$ cat config.mk
export PLATFORM = sky130hd
export DESIGN_NAME = booth_seq_mult
export DESIGN_NICKNAME = d
export VERILOG_FILES = /design/src/rtl/booth_pkg.sv /design/src/rtl/booth_step_unit.sv /design/src/rtl/booth_iter_ctrl.sv /design/src/rtl/booth_seq_mult.sv
export SDC_FILE = /design/constraint.sdc
export NUM_CORES = 1
export LEC_CHECK = 0
export ABC_AREA = 1
export BUFFER_PORTS_ARGS = -buffer_cell sky130_fd_sc_hd__buf_2
export CAP_MARGIN = 20
export CORE_ASPECT_RATIO = 0.7
export CORE_MARGIN = 2
export CORE_UTILIZATION = 58
export DETAILED_ROUTE_END_ITERATION = 16
export PLACE_DENSITY = 0.82
export SLEW_MARGIN = 10
export SYNTH_ARGS = -nofsm -noshare
export SYNTH_HDL_FRONTEND = slang
export SYNTH_HIERARCHICAL = 1
export SYNTH_SLANG_ARGS = --single-unit
$ cat constraint.sdc
create_clock -name clk -period 3.8 [get_ports clk]
set_input_delay 0.76 -clock clk [delete_from_list [all_inputs] [get_ports clk]]
set_output_delay 0.76 -clock clk [all_outputs]
set_load 0.01 [all_outputs]
$ cat src/rtl/booth_pkg.sv
package booth_pkg;

  typedef enum logic [1:0] {
    BOOTH_NOP = 2'd0,
    BOOTH_ADD = 2'd1,
    BOOTH_SUB = 2'd2
  } booth_op_e;

  // Bit pair (current multiplier LSB, bit shifted out before it)
  function automatic booth_op_e booth_recode(input logic cur, input logic prev);
    booth_op_e op;
    case ({cur, prev})
      2'b10:   op = BOOTH_SUB;   // a run of ones begins
      2'b01:   op = BOOTH_ADD;   // a run of ones has ended
      default: op = BOOTH_NOP;   // inside a run of zeros or of ones
    endcase
    return op;
  endfunction

endpackage

$ cat src/rtl/booth_step_unit.sv
module booth_step_unit
  import booth_pkg::*;
#(
  parameter int WIDTH = 32
) (
  input  logic [WIDTH-1:0] acc,
  input  logic [WIDTH-1:0] mq,
  input  logic             tail,
  input  logic [WIDTH-1:0] mcand,
  output logic [WIDTH-1:0] nxt_acc,
  output logic [WIDTH-1:0] nxt_mq,
  output logic             nxt_tail,
  output logic             op_add,
  output logic             op_sub
);

  localparam int XW = WIDTH + 1;

  booth_op_e        op;
  logic [XW-1:0]    acc_x;
  logic [XW-1:0]    mcand_x;
  logic [XW-1:0]    sum_x;

  always_comb begin
    op      = booth_recode(mq[0], tail);
    acc_x   = {acc[WIDTH-1], acc};
    mcand_x = {mcand[WIDTH-1], mcand};
    case (op)
      BOOTH_ADD: sum_x = acc_x + mcand_x;
      BOOTH_SUB: sum_x = acc_x - mcand_x;
      default:   sum_x = acc_x;
    endcase
  end

  // Arithmetic right shift of {sum, mq, tail}: sum fits WIDTH+1 bits, so its
  // top WIDTH bits already carry the correct sign.
  assign nxt_acc  = sum_x[XW-1:1];
  assign nxt_mq   = {sum_x[0], mq[WIDTH-1:1]};
  assign nxt_tail = mq[0];
  assign op_add   = (op == BOOTH_ADD);
  assign op_sub   = (op == BOOTH_SUB);

endmodule

$ cat src/rtl/booth_iter_ctrl.sv
module booth_iter_ctrl #(
  parameter int WIDTH = 32
) (
  input  logic clk,
  input  logic rst_n,
  input  logic start,
  output logic busy,
  output logic done,
  output logic load_en,
  output logic step_en,
  output logic last_step
);

  localparam int CW = (WIDTH > 1) ? $clog2(WIDTH) : 1;
  localparam logic [CW-1:0] LAST_IDX = CW'(WIDTH - 1);

  logic [CW-1:0] remain;

  assign load_en   = start && !busy;
  assign step_en   = busy;
  assign last_step = busy && (remain == '0);

  always_ff @(posedge clk or negedge rst_n) begin
    if (!rst_n) begin
      busy   <= 1'b0;
      done   <= 1'b0;
      remain <= '0;
    end else begin
      done <= last_step;
      if (load_en) begin
        busy   <= 1'b1;
        remain <= LAST_IDX;
      end else if (last_step) begin
        busy <= 1'b0;
      end else if (step_en) begin
        remain <= remain - 1'b1;
      end
    end
  end

endmodule

$ cat src/rtl/booth_seq_mult.sv
module booth_seq_mult #(
  parameter int WIDTH = 32
) (
  input  logic             clk,
  input  logic             rst_n,
  input  logic             start,
  input  logic [WIDTH-1:0] mcand_i,
  input  logic [WIDTH-1:0] mplier_i,
  output logic             busy,
  output logic             done,
  output logic [WIDTH-1:0] prod_hi,
  output logic [WIDTH-1:0] prod_lo
);

  logic             load_en;
  logic             step_en;
  logic             last_step;
  logic             op_add;
  logic             op_sub;
  logic [WIDTH-1:0] acc_q;
  logic [WIDTH-1:0] mq_q;
  logic             tail_q;
  logic [WIDTH-1:0] mcand_q;
  logic [WIDTH-1:0] acc_d;
  logic [WIDTH-1:0] mq_d;
  logic             tail_d;

  booth_iter_ctrl #(.WIDTH(WIDTH)) ctrl_i (
    .clk      (clk),
    .rst_n    (rst_n),
    .start    (start),
    .busy     (busy),
    .done     (done),
    .load_en  (load_en),
    .step_en  (step_en),
    .last_step(last_step)
  );

  booth_step_unit #(.WIDTH(WIDTH)) step_i (
    .acc     (acc_q),
    .mq      (mq_q),
    .tail    (tail_q),
    .mcand   (mcand_q),
    .nxt_acc (acc_d),
    .nxt_mq  (mq_d),
    .nxt_tail(tail_d),
    .op_add  (op_add),
    .op_sub  (op_sub)
  );

  always_ff @(posedge clk or negedge rst_n) begin
    if (!rst_n) begin
      acc_q   <= '0;
      mq_q    <= '0;
      tail_q  <= 1'b0;
      mcand_q <= '0;
    end else if (load_en) begin
      acc_q   <= '0;
      mq_q    <= mplier_i;
      tail_q  <= 1'b0;
      mcand_q <= mcand_i;
    end else if (step_en) begin
      acc_q  <= acc_d;
      mq_q   <= mq_d;
      tail_q <= tail_d;
    end
  end

  assign prod_hi = acc_q;
  assign prod_lo = mq_q;

endmodule

==> results_dict.tcl, run 1 <==
set metrics [dict create \
    status "completed" \
    synth_edf_count 0 \
    post_drt_via_cell_ratio 5.44 \
    ctsLongestPathBuffers 2 \
    synth_top_area_cell "dfrtp_1" \
    die_area_um2 14900 \
    cp.arrival_ps 3730 \
    synth_top_area_share 0.322 \
    crit_required_ps 4050 \
    grt_antenna_before_repair 0 \
    grt_pass1_vias 7186 \
    dp.cells 1492 \
    fmax_mhz 288 \
    cts_tree "done" \
    drive_above_1_share 0.149 \
    htree_levels 3 \
    fin_nets 1417 \
    crit_top_cell "nand2_1" \
    antenna_cells 0 \
    io_pins 133 \
    setup_tns_ps 0 \
    rsz0062_at_grt "no" \
    core_um2 13800 \
    syn_avg_cell_area_um2 6.55 \
    setup_viol 0 \
    grt_remaining_overflow 0 \
    end_kind "flop" \
    final.period_utilization 0.915 \
    finalNonFillerCells 1508 \
    worstSetupStartpointType "flop" \
    dp_slack_ps 352 \
    yosys_warnings 6 \
    slowest_stage "dfrtp_1" \
    post-route-min-period_ps 3480 \
    clock-root-buffer "clkbuf_16" \
    synthCells 1233 \
    drc 0 \
    critical_path.max_fanout 21 \
    vias 8200 \
    routedWlPerCell_um 15.0 \
    initial_core_util 0.586 \
    drtAntennaViolNets 0 \
    ys_seq_area_frac 0.322 \
    die_w_um 145 \
    ys_ff_latch 104 \
    cpPeakStageDelay_ps 400 \
    cts_sinks 104 \
    wl_um 22600 \
    synth.distinct_cells 37 \
    dp_hpwl_um 17000 \
    fin_ws_ps 324 \
    tightest_slew_ps 944 \
    utilization 0.645 \
    synthToLayoutAreaGrowth_pct 10.0 \
    finalHoldViolCount 0 \
    clk_latency_ps 350 \
    synthArstFlopShare 1.00 \
    drv_slew 0 \
    dr.pass1.iters 6 \
    crit_type "reg -> reg" \
    skew_ps 8.27 \
    gp_congestion 1.00 \
    synth_area_leaders "dfrtp_1 (32%), nand2_1 (23%), nand3_1 (8.7%)" \
    synth_ff_type "dfrtp_1" \
    grt_max_degree 65 \
    maxCapViolCount 0 \
    die_y_um 103 \
    synthesis.nets 1337 \
    hold_class "in -> async" \
    rows 36 \
    initialDrtViolationCount 907 \
    grt_pass1_wl_um 36300 \
    portBuffers 132 \
    yosysMostFrequentCell "nand2_1" \
    grtUsageTotal 0.302 \
    clk_pin_slew_ps 80 \
    path_cells "inv_1 > ha_1 > clkinvlp_4 > a21oi_1 > xnor2_1 > inv_1 > ha_1 > nand2_1 > nor2_1 > inv_1 > nor3_1 > nand2_1 > nand2_1 > nand2_1 > nand2_1 > nand2_1 > nand3_1 > nand2_1 > nand3_1 > nand2_1" \
    synth_commonest_cells "nand2_1 (492), nand3_1 (141), inv_1 (109), dfrtp_1 (104), nor2_1 (84)" \
    cts_inserted_buffers 9 \
    synth_area_um2 8080 \
    slew-limit-headroom 0.367 \
]
## metrics by stage
step | cell area, µm² | hold WS (ps)
final | 8890 | 404
after detailed placement | 8590 | 468
after global placement | 8590 | 465
after global routing | 8890 | 467
after floorplan | 8080 | 442
after CTS | 8880 | 440
## path summary, 6_finish.rpt
kind	end	cells past startpoint	startpoint	slack, ps
worst min register to register	ctrl_i/remain[0]	2	ctrl_i/remain[0]	490
worst max register to register	prod_hi[20]	20	tail_q	320
min in group clk	ctrl_i/remain[0]	2	ctrl_i/remain[0]	490
max in group asynchronous	prod_hi[22]	2	rst_n	2540
worst max-delay path	prod_hi[20]	20	tail_q	320
worst min-delay path	mcand_q[7]	1	rst_n	400
## metal layers
| layer | vias up | GRT usage | part of all wire |
|---|---|---|---|
| met1 | 3771 | 0.452 | 0.47 |
| li1 | 4042 | - | - |
| met2 | 360 | 0.445 | 0.42 |
| met5 | - | 0 | 0 |
| met3 | 27 | 0.0730 | 0.099 |
| met4 | 0 | 0.0679 | 0.013 |
## critical path: cells and delay by family, from the launching register on
| family | cells | cell delay [ps] |
|---|---|---|
| AOI/OAI and AO/OA | 1 | 270 |
| and+or+nand+nor | 12 | 1350 |
| adders and majority gates | 2 | 600 |
| buffers and inverters | 4 | 610 |
| DFF | 1 | 400 |
| xor gates and xnor gates | 1 | 150 |
## logic make-up after synthesis
group | after synthesis | synth area share
fa+ha+maj | 37 | 0.0582
simple gates | 773 | 0.402
compound gates | 97 | 0.0694
buf+inv | 188 | 0.112
xor+xnor | 34 | 0.0369
flops | 104 | 0.322
## layout make-up
type / instances / area (µm²)
multi-input combinational: 941 / 4580
clock inverter: 6 / 62.6
inverter: 115 / 435
tap: 190 / 238
sequential: 104 / 2600
clock buffer: 10 / 229
timing repair buffer: 142 / 738
fill: 1293 / 4890
## placed cells by master (no fill, tap or decap), types with 2 or more instances in the layout
cell	instances
clkbuf_16	9
nand2_4	3
o21ai_1	4
xnor2_1	19
or2_2	4
nand3_1	141
o31ai_1	3
nand2_2	7
nand3b_1	8
nand3_2	2
nor2_1	83
ha_1	36
nor2_2	4
inv_1	108
inv_6	2
or2_1	4
nor3_1	13
o21bai_1	5
buf_2	131
dfrtp_1	103
nor2_4	2
o21ai_0	35
nand4_1	8
buf_4	11
o21ai_2	6
clkinv_4	2
a21oi_1	38
inv_2	5
nand2_1	492
a21oi_2	3
xor2_1	15
## state kept, by name, indices dropped and copies added (netlist names)
signal and flops:
mcand_q 32, ctrl_i/done 1, ctrl_i/busy 1, prod_hi 32
tail_q 1, ctrl_i/remain 5, prod_lo 32
## timing repair
item / 4_1_cts / 5_1_grt
buffers inserted: 0 / 0
setup endpoints to repair: 0 / 6
hold buffers: 0 / 0
gates resized for setup: 0 / 1
Power of run 1 is left out: the tool's default activity adds up to more than one toggle a clock period on the data nets, which glitch-free logic cannot reach.
==> run 2, diff against run 1 <==
- CAP_MARGIN: 20 -> 10
- CELL_PAD_IN_SITES_DETAIL_PLACEMENT: not set -> 0
- CELL_PAD_IN_SITES_GLOBAL_PLACEMENT: not set -> 1
- CORE_UTILIZATION: 58 -> 41
- PLACE_DENSITY: 0.82 -> not set
- PLACE_DENSITY_LB_ADDON: not set -> 0.25
==> results_dict.tcl, run 2 (same netlist as run 1, synthesis figures left out) <==
set metrics [dict create \
    grt_remaining_overflow 0 \
    final_common_cell "nand2_1" \
    ctsLongestPathBuffers 2 \
    setup_viol 0 \
    grt_antenna_before_repair 0 \
    drc 0 \
    nFillCells 2120 \
    initial_core_util 0.422 \
    rsz0062_at_grt "no" \
    crit_required_ps 4050 \
    cp.buffers_inverters 2 \
    drive_above_1_share 0.149 \
    cts_tree "done" \
    drtAntennaViolNets 0 \
    clk_latency_ps 370 \
    drv_slew 0 \
    status "completed" \
    cts_sinks 104 \
    final.period_utilization 0.904 \
    rows 42 \
    tightest_slew_ps 1040 \
    crit_type "reg -> reg" \
    hold_class "in -> async" \
    die_w_um 172 \
    grt_pass1_wl_um 38500 \
    cpPeakStageDelay_ps 400 \
    reg2regPathDepth 17 \
    critical_path.max_fanout 6 \
    cp.arrival_ps 3690 \
    post_cts_buffers 0 \
    layout_common_cells "nand2_1 (492), nand3_1 (141), buf_2 (131)" \
    antenna_cells 0 \
    worstSetupStartpointType "flop" \
    grtUsageTotal 0.239 \
    fmax_mhz 291 \
    cts_resized 0 \
    setup_tns_ps 0 \
    grt_pass1_vias 7061 \
    end_kind "flop" \
    die_y_um 121 \
    gp_congestion 0.914 \
    wl_um 24100 \
    fin_nets 1417 \
    core_um2 19100 \
    r2r-end "prod_hi[14]" \
    dp_hpwl_um 18200 \
    portBuffers 132 \
    clk_pin_slew_ps 80 \
    synthToLayoutAreaGrowth_pct 11.3 \
    maxCapViolCount 0 \
    dr.pass1.iters 5 \
    post-route-min-period_ps 3440 \
    post_drt_via_cell_ratio 4.95 \
    reg2reg_setup_slack_ps 360 \
    io_pins 133 \
    slowest_stage "dfrtp_1" \
    cts_hold_buffers 0 \
    cts_inserted_buffers 9 \
    slew-limit-headroom 0.310 \
    crit_top_cell "a21oi_1" \
    path_cells "inv_1 > ha_1 > nand2_1 > nor2_2 > nor2_1 > a21oi_1 > xnor2_1 > inv_1 > ha_1 > a21oi_1 > o21ai_0 > a21oi_1 > nand2_2 > xnor2_1 > o21ai_1 > nand3_1 > nand2_1" \
    finalHoldViolCount 0 \
    initialDrtViolationCount 640 \
    grt_max_degree 98 \
    die_area_um2 20900 \
    htree_levels 3 \
    vias 7838 \
    rr_startpoint "mcand_q[0]" \
    skew_ps 12.5 \
    crit_family "compound AO/OA/AOI/OAI gates" \
    clock-root-buffer "clkbuf_16" \
    routedWlPerCell_um 15.3 \
]
==> run 2: area by class of cell <==
class,instances,area (µm²),area share
clock buffers,10,229,0.0255
flip-flops and latches,104,2600,0.290
well taps,264,330,0.0367
clock inverters,6,62.6,0.00696
multi-input cells,941,4580,0.510
inverters,115,432,0.0480
repair buffers,142,751,0.0835
==> run 2: worst max path at each step <==
stage | start | end | slack (ps) | cells past startpoint
3_3_place_gp | mcand_q[2] | prod_hi[23] | 540 | 17
6_report | mcand_q[0] | prod_hi[14] | 360 | 17
2_1_floorplan | prod_lo[0] | prod_hi[11] | 1010 | 18
3_5_place_dp | prod_lo[0] | prod_hi[23] | 520 | 17
5_1_grt | mcand_q[0] | prod_hi[24] | 30 | 20
4_1_cts | prod_lo[0] | prod_hi[23] | 490 | 17
==> run 2: through the flow <==
stage	cells	cell area, µm²	hold WS [ps]	worst slack [ps]	utilization
2_1_floorplan	1233	8080	442	1010	-
3_3_place_gp	1566	8700	457	538	0.455
3_5_place_dp	1566	8700	483	525	0.455
4_1_cts	1582	8990	456	491	0.470
5_1_grt	1582	8990	484	31.5	0.470
6_report	1582	8990	440	363	0.470
==> run 2: worst register-to-register path: stages (launching register included) <==
cell,delay [ps]
dfrtp_1,400
inv_1,80
ha_1,160
nand2_1,110
nor2_2,250
nor2_1,110
a21oi_1,160
xnor2_1,140
inv_1,80
ha_1,360
a21oi_1,330
o21ai_0,220
a21oi_1,190
nand2_2,100
xnor2_1,370
o21ai_1,100
nand3_1,100
nand2_1,60
==> run 2: layer usage <==
| layer | track usage | up-vias | wire [µm] |
|---|---|---|---|
| li1 | - | 4031 | - |
| met1 | 0.389 | 3598 | 13000 |
| met2 | 0.316 | 197 | 9440 |
| met3 | 0.0551 | 12 | 1510 |
| met4 | 0.0357 | 0 | 170 |
| met5 | 0 | - | 0 |
Power of run 2 is left out for the same reason.
==> run 3, diff against run 2 <==
- MAX_ROUTING_LAYER: not set -> met4
==> results_dict.tcl, run 3 (same netlist as run 1, synthesis figures left out) <==
set metrics [dict create \
    whs_ps 408 \
    crit_top_cell "nand2_1" \
    drv_slew 0 \
    routedWlPerCell_um 15.4 \
    post_cts_buffers 0 \
    crit_family "compound AO/OA/AOI/OAI gates" \
    clock-root-buffer "clkbuf_16" \
    setup_tns_ps 0 \
    final_common_cell "nand2_1" \
    cp.buffers_inverters 3 \
    dr.pass1.iters 5 \
    initial_core_util 0.422 \
    cts_sinks 104 \
    skew_ps 15.0 \
    finalHoldViolCount 0 \
    gp_congestion 0.961 \
    ctsLongestPathBuffers 2 \
    nFillCells 2097 \
    die_w_um 172 \
    antenna_cells 0 \
    core_um2 19100 \
    fin_nets 1418 \
    post_drt_via_cell_ratio 4.97 \
    htree_levels 3 \
    clk_latency_ps 370 \
    portBuffers 132 \
    rows 42 \
    rr_startpoint "tail_q" \
    drive_above_1_share 0.151 \
    multi_input_area_um2 4590 \
    grt_pass1_wl_um 39000 \
    vias 7872 \
    grt_pass1_vias 7188 \
    reg2regPathDepth 17 \
    die_area_um2 20900 \
    synthToLayoutAreaGrowth_pct 11.5 \
    status "completed" \
    regArea_um2 2600 \
    setup_viol 0 \
    slowest_stage "dfrtp_1" \
    grt_antenna_before_repair 0 \
    crit_required_ps 4100 \
    critical_path.max_fanout 21 \
    cp.arrival_ps 3720 \
    io_pins 133 \
    cpPeakStageDelay_ps 400 \
    dp_hpwl_um 18600 \
    reg2reg_setup_slack_ps 380 \
    die_y_um 121 \
    hold_class "in -> async" \
    drtAntennaViolNets 0 \
    maxCapViolCount 0 \
    end_kind "flop" \
    final.period_utilization 0.899 \
    layout_common_cells "nand2_1 (492), nand3_1 (141), buf_2 (131)" \
    tightest_slew_ps 833 \
    slew-limit-headroom 0.445 \
    crit_type "reg -> reg" \
    fin_ws_ps 383 \
    r2r-end "prod_hi[16]" \
    rsz0062_at_grt "no" \
    cts_inserted_buffers 9 \
    drc 0 \
    cts_tree "done" \
    worstSetupStartpointType "flop" \
    initialDrtViolationCount 608 \
    grt_max_degree 68 \
    post-route-min-period_ps 3420 \
    dp_slack_ps 392 \
    wl_um 24400 \
    path_cells "inv_1 > ha_1 > clkinvlp_4 > a21oi_1 > xnor2_1 > inv_1 > ha_1 > a21oi_1 > o21ai_0 > nand2_1 > nand2_1 > nand3b_1 > nand2_1 > nand2_1 > o21ai_0 > nand3_1 > nand2_1" \
    grt_remaining_overflow 0 \
    grtUsageTotal 0.248 \
    cts_hold_buffers 0 \
    fmax_mhz 293 \
    clk_pin_slew_ps 90 \
]
-- run 3: final cells by class --
type                    instances  area share
clock buffers                  10      0.0254
clock inverters                 6     0.00681
inverters                     115      0.0483
multi-input cells             941       0.510
flip-flops and latches        104       0.289
well taps                     264      0.0367
repair buffers                143      0.0842
-- run 3: timing repair --
action,in CTS,in global routing
endpoints found under the setup margin,0,1
resized for setup,0,2
endpoints found under the hold margin,0,0
-- run 3: worst max path at each step --
stage | from | end | cells after the start
floorplan | prod_lo[0] | prod_hi[11] | 18
global placement | prod_lo[0] | prod_hi[30] | 19
detailed placement | prod_lo[0] | prod_hi[18] | 18
CTS | prod_lo[0] | prod_hi[18] | 18
global route | tail_q | prod_hi[29] | 20
finish | tail_q | prod_hi[16] | 17
-- run 3: metrics by stage --
stage / area, µm² / utilization / std cells
5_1_grt: 9010 / 0.471 / 1583
3_5_place_dp: 8710 / 0.455 / 1567
4_1_cts: 9000 / 0.470 / 1583
2_1_floorplan: 8080 / - / 1233
3_3_place_gp: 8710 / 0.455 / 1567
6_report: 9010 / 0.471 / 1583
-- run 3: layer usage --
metal / vias to the layer above / track usage / share of wire
li1: 4032 / - / -
met1: 3624 / 0.393 / 0.54
met2: 202 / 0.330 / 0.40
met3: 14 / 0.0398 / 0.061
met4: 0 / 0.0420 / 0.0078
met5: - / - / 0
Power of run 3 is left out for the same reason.
